==> src/rtl/ext_stretch_pkg.sv <==
package ext_stretch_pkg;

  typedef enum logic {
    DIR_READ  = 1'b0,
    DIR_WRITE = 1'b1
  } acc_dir_e;

  // Total clocks of an access for setting 'code'
  function automatic int total_clks(int code, int cpc, int min_cyc);
    return cpc * (code + min_cyc);
  endfunction

  // Strobe low time in clocks for setting 'code'
  function automatic int strobe_clks(int code, int cpc, int short_w);
    return (code == 0) ? short_w : cpc * code;
  endfunction

endpackage

==> src/rtl/ext_stretch_rst_sync.sv <==
module ext_stretch_rst_sync (
  input  logic clk,
  input  logic rst_n,
  output logic rst_int_n
);

  logic meta_q;
  logic sync_q;

  always_ff @(posedge clk or negedge rst_n) begin
    if (!rst_n) begin
      meta_q <= 1'b0;
      sync_q <= 1'b0;
    end else begin
      meta_q <= 1'b1;
      sync_q <= meta_q;
    end
  end

  assign rst_int_n = sync_q;

endmodule

==> src/rtl/ext_stretch_decode.sv <==
module ext_stretch_decode
  import ext_stretch_pkg::*;
#(
  parameter int CODE_W  = 3,
  parameter int CPC     = 4,
  parameter int MIN_CYC = 2,
  parameter int SHORT_W = 2,
  parameter int CNT_W   = 6
) (
  input  logic [CODE_W-1:0] code,
  output logic [CNT_W-1:0]  last_cnt,
  output logic [CNT_W-1:0]  strobe_w
);

  localparam int NCODES = 1 << CODE_W;

  logic [CNT_W-1:0] last_lut  [NCODES];
  logic [CNT_W-1:0] width_lut [NCODES];

  for (genvar g = 0; g < NCODES; g++) begin : g_lut
    assign last_lut[g]  = CNT_W'(total_clks(g, CPC, MIN_CYC) - 1);
    assign width_lut[g] = CNT_W'(strobe_clks(g, CPC, SHORT_W));
  end

  assign last_cnt = last_lut[code];
  assign strobe_w = width_lut[code];

endmodule

==> src/rtl/ext_stretch_counter.sv <==
module ext_stretch_counter
  import ext_stretch_pkg::*;
#(
  parameter int               CNT_W     = 6,
  parameter logic [CNT_W-1:0] RST_LAST  = '0,
  parameter logic [CNT_W-1:0] RST_WIDTH = '0
) (
  input  logic             clk,
  input  logic             rst_int_n,
  input  logic             start,
  input  acc_dir_e         dir_in,
  input  logic [CNT_W-1:0] last_in,
  input  logic [CNT_W-1:0] width_in,
  output logic             busy_q,
  output logic             busy_d,
  output logic [CNT_W-1:0] cnt_d,
  output logic [CNT_W-1:0] last_d,
  output logic [CNT_W-1:0] width_d,
  output acc_dir_e         dir_d
);

  logic [CNT_W-1:0] cnt_q;
  logic [CNT_W-1:0] last_q;
  logic [CNT_W-1:0] width_q;
  acc_dir_e         dir_q;
  logic             accept;
  logic             cfg_en;
  logic             run_en;

  // Next state
  always_comb begin
    accept  = start && !busy_q;
    cfg_en  = accept;
    run_en  = accept || busy_q;
    busy_d  = busy_q;
    cnt_d   = cnt_q;
    last_d  = cfg_en ? last_in  : last_q;
    width_d = cfg_en ? width_in : width_q;
    dir_d   = cfg_en ? dir_in   : dir_q;
    if (accept) begin
      busy_d = 1'b1;
      cnt_d  = '0;
    end else if (busy_q) begin
      if (cnt_q == last_q) begin
        busy_d = 1'b0;
        cnt_d  = '0;
      end else begin
        cnt_d = cnt_q + 1'b1;
      end
    end
  end

  // State registers
  always_ff @(posedge clk or negedge rst_int_n) begin
    if (!rst_int_n) begin
      busy_q  <= 1'b0;
      cnt_q   <= '0;
      last_q  <= RST_LAST;
      width_q <= RST_WIDTH;
      dir_q   <= DIR_READ;
    end else begin
      if (run_en) begin
        busy_q <= busy_d;
        cnt_q  <= cnt_d;
      end
      if (cfg_en) begin
        last_q  <= last_d;
        width_q <= width_d;
        dir_q   <= dir_d;
      end
    end
  end

endmodule

==> src/rtl/ext_stretch_strobe.sv <==
module ext_stretch_strobe
  import ext_stretch_pkg::*;
#(
  parameter int CNT_W     = 6,
  parameter int LEAD_CLKS = 4
) (
  input  logic             clk,
  input  logic             rst_int_n,
  input  logic             busy_d,
  input  logic [CNT_W-1:0] cnt_d,
  input  logic [CNT_W-1:0] last_d,
  input  logic [CNT_W-1:0] width_d,
  input  acc_dir_e         dir_d,
  output logic             rd_n,
  output logic             wr_n,
  output logic             done
);

  localparam logic [CNT_W:0] LEAD_V = (CNT_W+1)'(LEAD_CLKS);

  logic           in_win;
  logic [CNT_W:0] win_end;
  logic           rd_n_d;
  logic           wr_n_d;
  logic           done_d;
  logic           rd_n_q;
  logic           wr_n_q;
  logic           done_q;

  always_comb begin
    win_end = {1'b0, width_d} + LEAD_V;
    in_win  = busy_d && ({1'b0, cnt_d} >= LEAD_V) && ({1'b0, cnt_d} < win_end);
    rd_n_d  = !(in_win && (dir_d == DIR_READ));
    wr_n_d  = !(in_win && (dir_d == DIR_WRITE));
    done_d  = busy_d && (cnt_d == last_d);
  end

  always_ff @(posedge clk or negedge rst_int_n) begin
    if (!rst_int_n) begin
      rd_n_q <= 1'b1;
      wr_n_q <= 1'b1;
      done_q <= 1'b0;
    end else begin
      rd_n_q <= rd_n_d;
      wr_n_q <= wr_n_d;
      done_q <= done_d;
    end
  end

  assign rd_n = rd_n_q;
  assign wr_n = wr_n_q;
  assign done = done_q;

endmodule

==> src/rtl/ext_mem_stretch.sv <==
module ext_mem_stretch
  import ext_stretch_pkg::*;
#(
  parameter int CODE_W       = 3,
  parameter int CPC          = 4,
  parameter int MIN_CYC      = 2,
  parameter int SHORT_W      = 2,
  parameter int LEAD_CLKS    = 4,
  parameter int DEFAULT_CODE = 1
) (
  input  logic              clk,
  input  logic              rst_n,
  input  logic              acc_start,
  input  logic              acc_write,
  input  logic [CODE_W-1:0] stretch_code,
  output logic              rd_n,
  output logic              wr_n,
  output logic              busy,
  output logic              done
);

  localparam int NCODES    = 1 << CODE_W;
  localparam int MAX_TOTAL = total_clks(NCODES - 1, CPC, MIN_CYC);
  localparam int CNT_W     = $clog2(MAX_TOTAL);
  localparam logic [CNT_W-1:0] RST_LAST  =
    CNT_W'(total_clks(DEFAULT_CODE, CPC, MIN_CYC) - 1);
  localparam logic [CNT_W-1:0] RST_WIDTH =
    CNT_W'(strobe_clks(DEFAULT_CODE, CPC, SHORT_W));

  logic             rst_int_n;
  logic [CNT_W-1:0] dec_last;
  logic [CNT_W-1:0] dec_width;
  logic             busy_q;
  logic             busy_d;
  logic [CNT_W-1:0] cnt_d;
  logic [CNT_W-1:0] last_d;
  logic [CNT_W-1:0] width_d;
  acc_dir_e         dir_d;

  ext_stretch_rst_sync rst_sync_i (
    .clk       (clk),
    .rst_n     (rst_n),
    .rst_int_n (rst_int_n)
  );

  ext_stretch_decode #(
    .CODE_W  (CODE_W),
    .CPC     (CPC),
    .MIN_CYC (MIN_CYC),
    .SHORT_W (SHORT_W),
    .CNT_W   (CNT_W)
  ) decode_i (
    .code     (stretch_code),
    .last_cnt (dec_last),
    .strobe_w (dec_width)
  );

  ext_stretch_counter #(
    .CNT_W     (CNT_W),
    .RST_LAST  (RST_LAST),
    .RST_WIDTH (RST_WIDTH)
  ) counter_i (
    .clk       (clk),
    .rst_int_n (rst_int_n),
    .start     (acc_start),
    .dir_in    (acc_dir_e'(acc_write)),
    .last_in   (dec_last),
    .width_in  (dec_width),
    .busy_q    (busy_q),
    .busy_d    (busy_d),
    .cnt_d     (cnt_d),
    .last_d    (last_d),
    .width_d   (width_d),
    .dir_d     (dir_d)
  );

  ext_stretch_strobe #(
    .CNT_W     (CNT_W),
    .LEAD_CLKS (LEAD_CLKS)
  ) strobe_i (
    .clk       (clk),
    .rst_int_n (rst_int_n),
    .busy_d    (busy_d),
    .cnt_d     (cnt_d),
    .last_d    (last_d),
    .width_d   (width_d),
    .dir_d     (dir_d),
    .rd_n      (rd_n),
    .wr_n      (wr_n),
    .done      (done)
  );

  assign busy = busy_q;

endmodule

==> config.mk <==
export PLATFORM = sky130hd
export DESIGN_NAME = ext_mem_stretch
export DESIGN_NICKNAME = d
export VERILOG_FILES = /design/src/rtl/ext_stretch_pkg.sv /design/src/rtl/ext_stretch_rst_sync.sv /design/src/rtl/ext_stretch_decode.sv /design/src/rtl/ext_stretch_counter.sv /design/src/rtl/ext_stretch_strobe.sv /design/src/rtl/ext_mem_stretch.sv
export SDC_FILE = /design/constraint.sdc
export NUM_CORES = 1
export LEC_CHECK = 0
export ABC_CLOCK_PERIOD_IN_PS = 1200
export BUFFER_PORTS_ARGS = -buffer_cell sky130_fd_sc_hd__buf_2
export CAP_MARGIN = 40
export CORE_MARGIN = 8
export CORE_UTILIZATION = 55
export DETAILED_ROUTE_END_ITERATION = 12
export PLACE_DENSITY = 0.74
export SKIP_CTS_REPAIR_TIMING = 1
export SYNTH_ARGS = -nofsm -noshare
export SYNTH_HDL_FRONTEND = slang
export SYNTH_SLANG_ARGS = --single-unit
==> constraint.sdc <==
create_clock -name clk -period 1.2 [get_ports clk]
set_clock_uncertainty 0.2 [all_clocks]
set_input_delay 0.12 -clock clk [delete_from_list [all_inputs] [get_ports clk]]
set_output_delay 0.12 -clock clk [all_outputs]
set_load 0.03 [all_outputs]
== Word-level counts from Yosys, hierarchy flattened ==
Memory sizes are Yosys's and may differ from the RTL's.
Index checks and enable logic that the tools add are counted.
Cells by class
  eq/ne operators: 2
  $add $sub $neg: 2
  $lt $le $gt $ge: 3
  shift operators: 0
  divide/modulo/power cells: 0
  multipliers: 0
  bitwise operators: 2
  reductions and logical operators: 10
  multiplexer cells: 13
Operators with widths (count)
  $mux 6: 9
  $eq 6x6->1: 2
  $add 6x3->7 const B: 1
  $lt 6x7->1: 1
  $add 6x1->6 const B: 1
  $ge 6x3->1 const B: 1
  $logic_and 1x1->1: 6
  $ge 4x4->1 const B: 1
  $mux 1: 4
  $not 3->4: 1
  $logic_not 1->1: 3
  $logic_or 1x1->1: 1
  $not 1->1: 1
Storage, ports and cells
  bits in read-only memories: 96
  memories kept: 2
  memory bits (writable): 0
  input bits: 7
  latch bits: 0
  word-level logic and storage cells: 44
  register bits after elaboration: 25
Memories
  (no name shown): depth 8, width 6, rd ports 1, clocked after memory_dff 0, write ports 0, line ext_stretch_decode.sv:25  | assign last_cnt = last_lut[code];
  (no name shown): depth 8, width 6, rd ports 1, clocked after memory_dff 0, write ports 0, line ext_stretch_decode.sv:26  | assign strobe_w = width_lut[code];

== Logic depth before layout (Yosys ltp) ==
  depth after elaboration: 10
  mapped depth: 12

== Cells and area by module ==
From an unflattened synthesis, not the netlist that was laid out.
Second synthesis, totals
  cells, all modules: 147
  area total of the unflattened synthesis: 1696.6 sq um
Modules (own cells, without submodules)
  ext_stretch_counter: seq. area each 505.5 sq um, area each 1171.1 sq um, instances 1, cells an instance 90
  ext_stretch_strobe: seq. area each 77.6 sq um, area each 341.6 sq um, instances 1, cells an instance 35
  ext_stretch_decode: seq. area each 0.0 sq um, area each 130.1 sq um, instances 1, cells an instance 19
  ext_stretch_rst_sync: seq. area each 50.0 sq um, area each 53.8 sq um, instances 1, cells an instance 3

== Least setup slack after synthesis ==
No wires, ideal clock.
  path type: register to register
  start: register counter_i.busy_q
  end: register strobe_i.rd_n_q (netlist: strobe_i.rd_n)
  period minus slack after synthesis: 2.723 ns
  stages on the path, launching flop included: 11
  setup slack: -1.523 ns
  arrival time: 2.428 ns
  cell sequence: dfrtp_1 nand2b_1 buf_4 clkbuf_1 o21ai_0 ha_1 inv_1 ha_1 maj3_2 a221oi_2 nand4_1
Between the ends
  cells in the longest elaborated chain, start to end: 8
  elaborated cells between the ends (all ways): 16
  those cells by class: add/sub (1); order compare (2); mux (6); bitwise (1); reduce/logical (6)
Ends and longest elaborated chain
  start, declared: line ext_stretch_counter.sv:14  | output logic busy_q,
  start signal, assigned: line ext_stretch_counter.sv:63  | busy_q <= busy_d;
  $logic_not 1->1: line ext_stretch_counter.sv:32  | accept = start && !busy_q;
  $logic_and 1x1->1: line ext_stretch_counter.sv:32
  $mux 6: line ext_stretch_counter.sv:38  | width_d = cfg_en ? width_in : width_q;
  named net counter_i.width_d[2]: line ext_stretch_counter.sv:18  | output logic [CNT_W-1:0] width_d,
  $add 6x3->7: line ext_stretch_strobe.sv:31  | win_end = {1'b0, width_d} + LEAD_V;
  $lt 6x7->1: line ext_stretch_strobe.sv:32  | in_win = busy_d && ({1'b0, cnt_d} >= LEAD_V) && ({1'b0, cnt_d} < win_end);
  $logic_and 1x1->1: line ext_stretch_strobe.sv:32
  $logic_and 1x1->1: line ext_stretch_strobe.sv:33  | rd_n_d = !(in_win && (dir_d == DIR_READ));
  $logic_not 1->1: line ext_stretch_strobe.sv:33
  named net strobe_i.rd_n_d: line ext_stretch_strobe.sv:23  | logic rd_n_d;
  end signal, assigned: line ext_stretch_strobe.sv:44  | rd_n_q <= rd_n_d;
  end, declared: line ext_stretch_strobe.sv:26  | logic rd_n_q;
The timed path passes the listed nets, and every way through them passes these cells.
A chain may end at the register's enable or synchronous reset.

== Worst setup path after layout ==
  start: register counter_i.last_q[5]
  end: register strobe_i.rd_n_q (netlist: strobe_i.rd_n)
Between the ends
  cells in the longest elaborated chain, start to end: 9
  elaborated cells between the ends (all ways): 13
  those cells by class: order compare (2); eq/ne (1); mux (6); reduce/logical (4)
Ends and longest elaborated chain
  start, declared: line ext_stretch_counter.sv:23  | logic [CNT_W-1:0] last_q;
  start signal, assigned: line ext_stretch_counter.sv:67  | last_q <= last_d;
  $eq 6x6->1 (*): line ext_stretch_counter.sv:44  | if (cnt_q == last_q) begin
  $mux 6 (*): line ext_stretch_counter.sv:44
  $mux 6 (*): line ext_stretch_counter.sv:43  | end else if (busy_q) begin
  $mux 6 (*): line ext_stretch_counter.sv:40  | if (accept) begin
  named net cnt_d[1]: line ext_mem_stretch.sv:35  | logic [CNT_W-1:0] cnt_d;
  $ge 6x3->1: line ext_stretch_strobe.sv:32
  $logic_and 1x1->1: line ext_stretch_strobe.sv:32
  $logic_and 1x1->1 (*): line ext_stretch_strobe.sv:32
  $logic_and 1x1->1 (*): line ext_stretch_strobe.sv:33
  $logic_not 1->1 (*): line ext_stretch_strobe.sv:33
  named net strobe_i.rd_n_d: line ext_stretch_strobe.sv:23
Mark *: on every way through the listed nets, which the timed path passes. The rest lies on a longest branch.

==> out/metrics.csv <==
stage,metric,value,unit
cells_and_area,nets,234,
critical_path,endpoint_kind,flop,
sta,setup_viol,26,
floorplanning,core-area,2480,sq um
sta,maxSlewViolCount,0,
global_route,grt_max_degree,24,
logic_synthesis,yosysMostFrequentCell,dfrtp_1,
critical_path,critPathRequiredTime,1.26,ns
clocking,cts.clk_slew.worst_paths,0.16,ns
critical_path,path_max_fanout,3,
placement,io_buffers,10,
critical_path,crit_chain,"xnor2_1, nand3_2, nor2_2, nand2_2, a31o_2, ha_2, nor3_2, or4bb_1, nand4_1, nand4_1",
critical_path,worstSetupPathType,reg2reg,
clocking,numCtsBuffers,3,
global_route,grt_overflow,0,
critical_path,max_stage_delay,0.46,ns
cells_and_area,diodes,0,
power,finalPower,7.61,mW
sta,rsz0062_at_grt,true,
cells_and_area,instances_no_fill,248,
placement,post-place-ws,-1.29,ns
clocking,clk_root_buffer_cell,clkbuf_4,
critical_path,path_common_cell,nand4_1,
drt,post-route-drc-count,0,
power,powerDensity,3240,nW/um^2
global_route,grt.total_usage,16.7,%
logic_synthesis,netlist-cell-type-count,36,
clocking,cts_htree_levels,1,
drt,avgRoutedWirePerCell,22.3,um
power,vdd.ir_drop.worst,2.56,mV
logic_synthesis,synth_top_area_cell,dfrtp_1,
logic_synthesis,ys.warnings.count,0,
logic_synthesis,async_reset_ff_share,100,%
logic_synthesis,synthTopCellsByCount,"19 x dfrtp_1, 14 x nand2_1, 12 x xnor2_1",
power,p_leak,1.11,nW
placement,dp.cells,226,
drt,vias,1513,
logic_synthesis,syn_area_per_cell,9.96,sq um
outcome,outcome,"complete, but fails checks",
cells_and_area,fill_cells,63,
sta,period_share,228,%
drt,drt_iter0_drc,102,
sta,clock.fmax,366,MHz
cells_and_area,drive_gt1_share,59.2,%
floorplanning,dieWidth,67.1,um
drt,drt_pre_antenna_iters,6,
cells_and_area,syn_to_final_growth,64.0,%
floorplanning,num_io_pins,11,
clocking,clock_insertion_delay_worst_skew,0.33,ns
drt,dr_wl_met2,2760,um
critical_path,cpMaxStageDelayCell,dfrtp_1,
floorplanning,die_h,67.1,um
logic_synthesis,ys_ff_latch,25,
outcome,violations,"hold timing, setup timing",
drt,routed-wl-met3,372,um
logic_synthesis,ys_top_cells_by_area,"dfrtp_1 33%, dfstp_2 11%, xnor2_1 7.3%, ha_1 7.0%, xor2_1 4.9%",
logic_synthesis,ys_seq_area_share,44.2,%
global_route,antenna_found_initial,0,
global_route,first_global_vias,1200,
logic_synthesis,syn-num-nets,159,
placement,gp_congestion,0.879,
critical_path,start_kind,flop,
sta,hold_slack,-0.0905,ns
clocking,clock_path_buffers,2,
logic_synthesis,synth-edff-count,0,
drt,via_per_inst,6.10,
logic_synthesis,postSynthCellCount,144,
floorplanning,rows,18,
worst_hold_path,min_path_type,in2reg,
logic_synthesis,synth-main-ff-cell,dfrtp_1,
logic_synthesis,yosysTopAreaCellShare,33.2,%
critical_path,cp_data_arrival_time,2.79,ns
global_route,grt_pass1_wl,5580,um
sta,hold_viol,1,
floorplanning,die-area,4500,sq um
clocking,cts_tree,yes,
job,maxCapViolations,0,
drt,met1_length,2130,um
drt,wl,5540,um
logic_synthesis,synth_area,1430,sq um
drt,top_layer,met4,
sta,min_period,2.73,ns
floorplanning,start_util,57.9,%
clocking,clock-sinks,25,
sta,setup_slack,-1.53,ns
drt,antenna_left,0,
placement,dp_hpwl,2680,um
cell type report:
cell class	instances	area, sq um	share of cell area, %
clock buffer	3	22.5	0.958
multi-input combinational	105	980	41.7
clock inverter	1	7.51	0.319
tap	30	37.5	1.60
timing repair buffer	75	632	26.9
inverter	9	36.3	1.54
sequential	25	636	27.0
stage by stage:
| stage | area (sq um) | util, % | TNS, ns | hold slack (ns) |
|---|---|---|---|---|
| after floorplan | 1540 | - | -7.09 | -0.376 |
| after CTS | 1960 | 79.0 | -9.43 | -0.670 |
| after global routing | 2350 | 94.9 | -12.28 | -0.0901 |
| after detailed placement | 1930 | 77.8 | -8.05 | -0.293 |
| final | 2350 | 94.9 | -11.27 | -0.0905 |
| after global placement | 1930 | 77.8 | -7.49 | -0.295 |
report_power, final:
group	total (mW)	switching, mW	internal [mW]
combinational	5.67	2.77	2.90
sequential	1.54	0.310	1.23
clock	0.407	0.280	0.128
total	7.61	3.36	4.25
worst paths after layout:
kind / endpoint / start / depth (start not counted) / slack, ns
min: counter_i.last_q[2] / stretch_code[0] / 3 / -0.09
max reg2reg: strobe_i.rd_n / counter_i.last_q[5] / 10 / -1.53
min in group asynchronous: counter_i.dir_q / rst_sync_i.rst_int_n / 1 / 0.04
max in group asynchronous: rst_sync_i.meta_q / rst_n / 3 / 0.17
min reg2reg: counter_i.dir_q / rst_sync_i.rst_int_n / 1 / 0.04
max: strobe_i.rd_n / counter_i.last_q[5] / 10 / -1.53
state kept, by name, indices dropped and copies added (netlist names):
| signal | cells |
|---|---|
| strobe_i.rd_n | 1 |
| counter_i.busy_q | 1 |
| counter_i.dir_q | 1 |
| strobe_i.wr_n | 1 |
| rst_sync_i.meta_q | 1 |
| strobe_i.done | 1 |
| rst_sync_i.rst_int_n | 1 |
| counter_i.cnt_q | 6 |
| counter_i.width_q | 6 |
| counter_i.last_q | 6 |
cells by family after synthesis:
group / after synthesis / share of synthesized area [%]
compound gates: 25 / 12.7
flops: 25 / 44.2
xor+xnor: 20 / 12.2
mux: 4 / 2.88
fa+ha+maj: 9 / 7.77
other cells: 1 / 0.262
buf+inv: 15 / 4.36
simple gates: 45 / 15.7
worst max-delay path, delay by kind of cell (launching register included):
kind	cells	cell delay, ns
AOI/OAI and AO/OA	1	0.25
xor gates and xnor gates	1	0.28
adders and majority gates	1	0.19
DFF	1	0.46
and+or+nand+nor	7	1.28
per-layer routing:
layer	track usage (%)	vias up
met1	20.2	744
met2	28.4	99
met5	0	-
li1	-	642
met4	6.27	0
met3	3.19	28
placed cells by master, fill, tap and decap left out, types with 4 or more instances in the layout:
cell type	instances
buf_4	46
dfrtp_1	17
buf_6	17
o21ai_2	8
xor2_1	8
inv_1	7
xnor2_1	7
nand4_1	7
nor2_1	7
nand2_1	6
dfstp_2	6
buf_2	6
xnor2_2	5
dlygate4sd3_1	5
nand2_2	4
nand2_4	4
ha_1	4
(Power assumes the default switching activity.)
